===== src/rtl/fbd_pkg.sv =====
package fbd_pkg;

  // Ratio rule selected by the mode input.
  typedef enum logic {
    RATIO_DIRECT = 1'b0,  // M = N
    RATIO_DUAL   = 1'b1   // M = 2N + A + 1 (A code 0 means -1)
  } ratio_mode_e;

endpackage


===== src/rtl/fbd_ratio_calc.sv =====
module fbd_ratio_calc
  import fbd_pkg::*;
#(
  parameter int NW = 12,
  parameter int AW = 4,
  parameter int LW = NW + 2
) (
  input  logic [NW-1:0] n_i,
  input  logic [AW-1:0] a_i,
  input  ratio_mode_e   mode_i,
  output logic [LW-1:0] len_o,
  output logic          bad_o
);

  // Minimum margin between the adjust and the main count.
  localparam int GUARD = 5;

  // Dual rule: twice N, plus the adjust value, plus one.
  // Adjust code zero stands for -1, which cancels the +1.
  function automatic logic [LW-1:0] dual_ratio(input logic [NW-1:0] n,
                                               input logic [AW-1:0] a);
    logic [LW-1:0] twice;
    twice = LW'(n) << 1;
    if (a == '0) return twice;
    return twice + LW'(a) + LW'(1);
  endfunction

  // Main counts that cannot be combined with an adjust.
  function automatic logic forbidden_n(input logic [NW-1:0] n);
    return (n == NW'(4)) || (n == NW'(8)) || (n == NW'(16));
  endfunction

  // Legality applies only when the adjust is actually used.
  function automatic logic dual_illegal(input logic [NW-1:0] n,
                                        input logic [AW-1:0] a);
    if (a == '0) return 1'b0;
    return (LW'(n) <= (LW'(a) + LW'(GUARD))) || forbidden_n(n);
  endfunction

  always_comb begin
    if (mode_i == RATIO_DUAL) begin
      len_o = dual_ratio(n_i, a_i);
      bad_o = dual_illegal(n_i, a_i);
    end else begin
      len_o = LW'(n_i);
      bad_o = 1'b0;
    end
  end

endmodule


===== src/rtl/fbd_frac_acc.sv =====
module fbd_frac_acc #(
  parameter int FW = 6
) (
  input  logic          clk,
  input  logic          rst_n,
  input  logic          step_i,
  input  logic          en_i,
  input  logic [FW-1:0] off_i,
  output logic          carry_o
);

  logic [FW-1:0] acc_q;
  logic [FW:0]   sum;

  always_comb begin
    sum     = {1'b0, acc_q} + {1'b0, off_i};
    carry_o = step_i && en_i && sum[FW];
  end

  always_ff @(posedge clk or negedge rst_n) begin
    if (!rst_n) begin
      acc_q <= '0;
    end else if (step_i && en_i) begin
      acc_q <= sum[FW-1:0];
    end
  end

endmodule


===== src/rtl/fbd_counter.sv =====
module fbd_counter #(
  parameter int LW = 14
) (
  input  logic          clk,
  input  logic          rst_n,
  input  logic          load_i,
  input  logic [LW-1:0] load_val_i,
  output logic          zero_o
);

  logic [LW-1:0] cnt_q;

  always_ff @(posedge clk or negedge rst_n) begin
    if (!rst_n) begin
      cnt_q <= '0;
    end else if (load_i) begin
      cnt_q <= load_val_i;
    end else if (cnt_q != '0) begin
      cnt_q <= cnt_q - LW'(1);
    end
  end

  assign zero_o = (cnt_q == '0);

endmodule


===== src/rtl/fbd_top.sv =====
module fbd_top
  import fbd_pkg::*;
#(
  parameter int NW = 12,
  parameter int AW = 4,
  parameter int FW = 6
) (
  input  logic          clk,
  input  logic          rst_n,
  input  logic [NW-1:0] n_val,
  input  logic [AW-1:0] a_code,
  input  logic [FW-1:0] frac_off,
  input  logic          frac_en,
  input  logic          full_mode,
  output logic          fb_pulse,
  output logic          cfg_err
);

  // Wide enough for 2N + 15 + 1 plus one stretch cycle.
  localparam int LW = NW + 2;

  ratio_mode_e   live_mode;
  logic [NW-1:0] sh_n;
  logic          err_q;
  logic          stalled;
  logic          cnt_zero;
  logic          period_end;
  logic          take;
  logic          load;
  logic [LW-1:0] new_len;
  logic          live_bad;
  logic          frac_active;
  logic          carry;
  logic [LW-1:0] load_val;

  assign live_mode   = ratio_mode_e'(full_mode);
  assign frac_active = frac_en && (live_mode == RATIO_DUAL);

  // Named events used by the checker.
  assign stalled    = (sh_n == '0);
  assign period_end = !stalled && cnt_zero;
  assign take       = stalled || period_end;
  assign load       = take && (n_val != '0);

  fbd_ratio_calc #(
    .NW(NW), .AW(AW), .LW(LW)
  ) u_ratio (
    .n_i   (n_val),
    .a_i   (a_code),
    .mode_i(live_mode),
    .len_o (new_len),
    .bad_o (live_bad)
  );

  fbd_frac_acc #(
    .FW(FW)
  ) u_frac (
    .clk    (clk),
    .rst_n  (rst_n),
    .step_i (load),
    .en_i   (frac_active),
    .off_i  (frac_off),
    .carry_o(carry)
  );

  assign load_val = new_len - LW'(1) + LW'(carry);

  fbd_counter #(
    .LW(LW)
  ) u_cnt (
    .clk       (clk),
    .rst_n     (rst_n),
    .load_i    (load),
    .load_val_i(load_val),
    .zero_o    (cnt_zero)
  );

  // Applied settings: the ratio field (for parking) and the legality verdict.
  always_ff @(posedge clk or negedge rst_n) begin
    if (!rst_n) begin
      sh_n  <= '0;
      err_q <= 1'b0;
    end else if (take) begin
      sh_n  <= n_val;
      err_q <= live_bad;
    end
  end

  assign fb_pulse = period_end;
  assign cfg_err  = err_q;

endmodule


===== config.mk =====
export PLATFORM = sky130hd
export DESIGN_NAME = fbd_top
export DESIGN_NICKNAME = d
export VERILOG_FILES = /design/src/rtl/fbd_pkg.sv /design/src/rtl/fbd_ratio_calc.sv /design/src/rtl/fbd_frac_acc.sv /design/src/rtl/fbd_counter.sv /design/src/rtl/fbd_top.sv
export SDC_FILE = /design/constraint.sdc
export NUM_CORES = 1
export LEC_CHECK = 0
export BUFFER_PORTS_ARGS = -buffer_cell sky130_fd_sc_hd__buf_2
export CORE_ASPECT_RATIO = 1.4
export CORE_MARGIN = 4
export CORE_UTILIZATION = 54
export CTS_CLUSTER_SIZE = 12
export DETAILED_ROUTE_END_ITERATION = 8
export PLACE_DENSITY_LB_ADDON = 0.15
export SETUP_SLACK_MARGIN = 0.5
export SLEW_MARGIN = 5
export SYNTH_ARGS = -nofsm -noshare
export SYNTH_HDL_FRONTEND = slang
export SYNTH_HIERARCHICAL = 1
export SYNTH_SLANG_ARGS = --single-unit

===== constraint.sdc =====
create_clock -name clk -period 3.35 [get_ports clk]
set_input_delay 0.67 -clock clk [delete_from_list [all_inputs] [get_ports clk]]
set_output_delay 0.67 -clock clk [all_outputs]
set_load 0.005 [all_outputs]

==> impl_metrics.json <==
{
  "postSynthAreaPerCell_um2": 9.10,
  "worstSkewPairLatency_ns": 0.29,
  "place.gp.congestion": 0.874,
  "clock_sinks": 33,
  "synth_fp_nets": 363,
  "max_cap_viol_count": 0,
  "multi_input_comb_area_um2": 2250,
  "postSynthRegisterBits": 33,
  "ys_top_cells_by_area": "dfrtp_1, ha_1, a22o_1",
  "floorplan.core_area_um2": 5160,
  "dpl.hpwl_um": 5200,
  "ctsLongestPathBuffers": 2,
  "via_count": 2692,
  "totalWireLength_um": 7320,
  "ff_latch_area_um2": 827,
  "cts-root-buf": "clkbuf_8",
  "rsz0062_at_grt": "yes",
  "fillerInstances": 392,
  "die_w_um": 69.7,
  "die_y_um": 94.4,
  "number_of_global_route_vias_before_repair": 2633,
  "leakage_nw": 1.60,
  "finalWorstSetupSlack_ns": 0.467,
  "h-tree-depth": 2,
  "post_synthesis_cell_area_um2": 2880,
  "avgViaCountPerCell": 6.06,
  "outcome": "finished clean",
  "diodes": 0,
  "pre_cts_slack_ns": 0.0443,
  "drt_pass1_iterations": 4,
  "fin_tns_setup_ns": 0,
  "tightest_slew_margin_relative_to_the_limit_pct": 51.1,
  "cts_tree": "yes",
  "cts.clk_slew.worst_paths_ns": 0.07,
  "grt_antenna_before_repair": 0,
  "instance_area_after_placement_um2": 3260,
  "final_nets": 424,
  "grt_max_degree": 34,
  "initial_utilization_pct": 55.8,
  "detail_route.iter0.violations": 173,
  "buffer_ports.inserted": 27,
  "timing.final.hold_violations": 0,
  "wire_length_of_the_first_global_routing_pass_um": 12000,
  "placement_rows": 31,
  "timing.hold.worst.class": "primary input to asynchronous set/reset pin",
  "proportion_of_netlist_area_held_by_the_largest_area_contributor_pct": 28.7,
  "gr-total-overflow": 0,
  "critical_path.max_fanout": 5,
  "number_of_clock_buffers_inserted_by_tritoncts": 5,
  "clock_skew_ns": 0.0105,
  "fp.dieArea_um2": 6580,
  "postCtsHoldBufs": 0,
  "setup-violations-final": 0,
  "crit_path_end_kind": "flip-flop",
  "ff2ff_setup_slack_ns": 0.51,
  "grt_total_usage_pct": 22.7,
  "power.ir.vdd_worst_uv": 249,
  "crit_path_start_kind": "primary input",
  "ioPinCount": 28,
  "fmaxAchievable_ghz": 0.347,
  "synthToLayoutAreaGrowth_pct": 31.4,
  "synth_cell_types": 61,
  "syn-instance-count": 316,
  "post-synth-top-count-cell": "dfrtp_1",
  "drc": 0,
  "synth-edff-count": 0,
  "layout-drive-gt1-share_pct": 35.7,
  "dominantRegCellSynth": "dfrtp_1",
  "yosys-top-cells-count": "dfrtp_1, nor2_1, a22o_1, ha_1",
  "final-max-slew-violation-count": 0,
  "yosysTopAreaCell": "dfrtp_1",
  "post-route-cell-area_um2": 3780,
  "finalCritPeriodShare_pct": 86.1,
  "synth-async-reset-ratio_pct": 100,
  "wl_per_cell_um": 16.5,
  "cellPowerDensity_nw_per_um2": 405,
  "synth_seq_area_share_pct": 28.7,
  "cp.arrival_ns": 3.05,
  "synth-warning-count": 6,
  "timing.final.crit_period_ns": 2.88,
  "tightest_slew_ns": 0.734,
  "route.antenna.remaining_nets": 0,
  "crit_type": "primary input to flip-flop",
  "critPathRequiredTime_ns": 3.52
}
-- cells in the final DEF (no fill, tap or decap), drive strengths merged, types with 5 or more instances in the layout --
cell / synthesis / layout
buf: 3 / 63
dfrtp: 33 / 33
nor2: 27 / 27
a22o: 20 / 20
nand2: 19 / 19
ha: 19 / 19
xnor2: 17 / 17
o21ai: 15 / 15
inv: 15 / 15
nand3: 12 / 12
a21oi: 11 / 11
nor4: 11 / 11
xor2: 10 / 10
a31oi: 9 / 9
or4: 8 / 8
o31ai: 8 / 8
nor3: 8 / 8
or3: 5 / 5
clkbuf: 6 / 5
a211oi: 5 / 5
-- report_power, final --
group	internal (mW)	switching (mW)	leakage (nW)	total, mW
sequential	0.476	0.108	0.398	0.584
clock	0.222	0.158	0.0543	0.380
combinational	0.291	0.274	1.14	0.565
-- metrics by stage --
stage	hold WS, ns	total power [mW]	instances	utilization (%)
finish	0.433	1.53	444	73.3
global route	0.499	1.62	444	73.3
CTS	0.455	1.49	436	69.1
detailed placement	0.482	1.06	418	63.2
global placement	0.470	1.05	418	63.2
floorplan	0.374	0.916	316	-
-- registers in the layout, summed over array words and instances, names as in the netlist --
| signal | count |
|---|---|
| cfg_err | 1 |
| u_frac/acc_q | 6 |
| u_cnt/cnt_q | 14 |
| sh_n | 12 |
-- worst paths after layout --
path / startpoint / endpoint / cells past startpoint
max in group asynchronous: rst_n / u_cnt/cnt_q[1] / 1
hold reg to reg: u_frac/acc_q[4] / u_frac/acc_q[4] / 2
min in group clk: u_frac/acc_q[4] / u_frac/acc_q[4] / 2
hold / removal: rst_n / u_frac/acc_q[4] / 1
setup reg to reg: sh_n[6] / u_cnt/cnt_q[10] / 13
setup / recovery: a_code[1] / u_cnt/cnt_q[10] / 12
-- cell type report --
cell class              instances  share of cell area (%)
multi-input cells             259                    59.5
repair buffers                 63                    11.5
inverters                      15                    1.89
well taps                      66                    2.18
flip-flops and latches         33                    21.9
clock buffers                   5                    1.82
clock inverters                 3                    1.22
-- cell families after synthesis --
kind of cell | Yosys count | synth area share, %
adders and majority gates | 21 | 9.66
and+or+nand+nor | 120 | 25.7
DFF | 33 | 28.7
muxes | 4 | 1.52
buffers and inverters | 24 | 3.91
xor gates and xnor gates | 27 | 8.22
AOI/OAI and AO/OA | 87 | 22.3
-- worst max-delay path: stages --
cell	delay [ns]
buf_4	0.13
inv_2	0.07
ha_2	0.17
or3b_4	0.41
buf_4	0.15
nand3_1	0.08
or3_1	0.10
a31oi_1	0.10
or4_4	0.60
nor3_4	0.19
xor2_1	0.08
a221o_1	0.31
-- timing repair --
action / CTS / global route
resized for setup: 26 / 34
pin swaps: 15 / 18
buffers inserted: 10 / 8
setup endpoints to repair: 13 / 9
-- layer usage --
layer	GRT usage [%]	wire, um
met5	0	0
met1	25.6	2980
met2	41.7	3840
met3	3.73	275
met4	10.5	214
(Power assumes the default switching activity.)
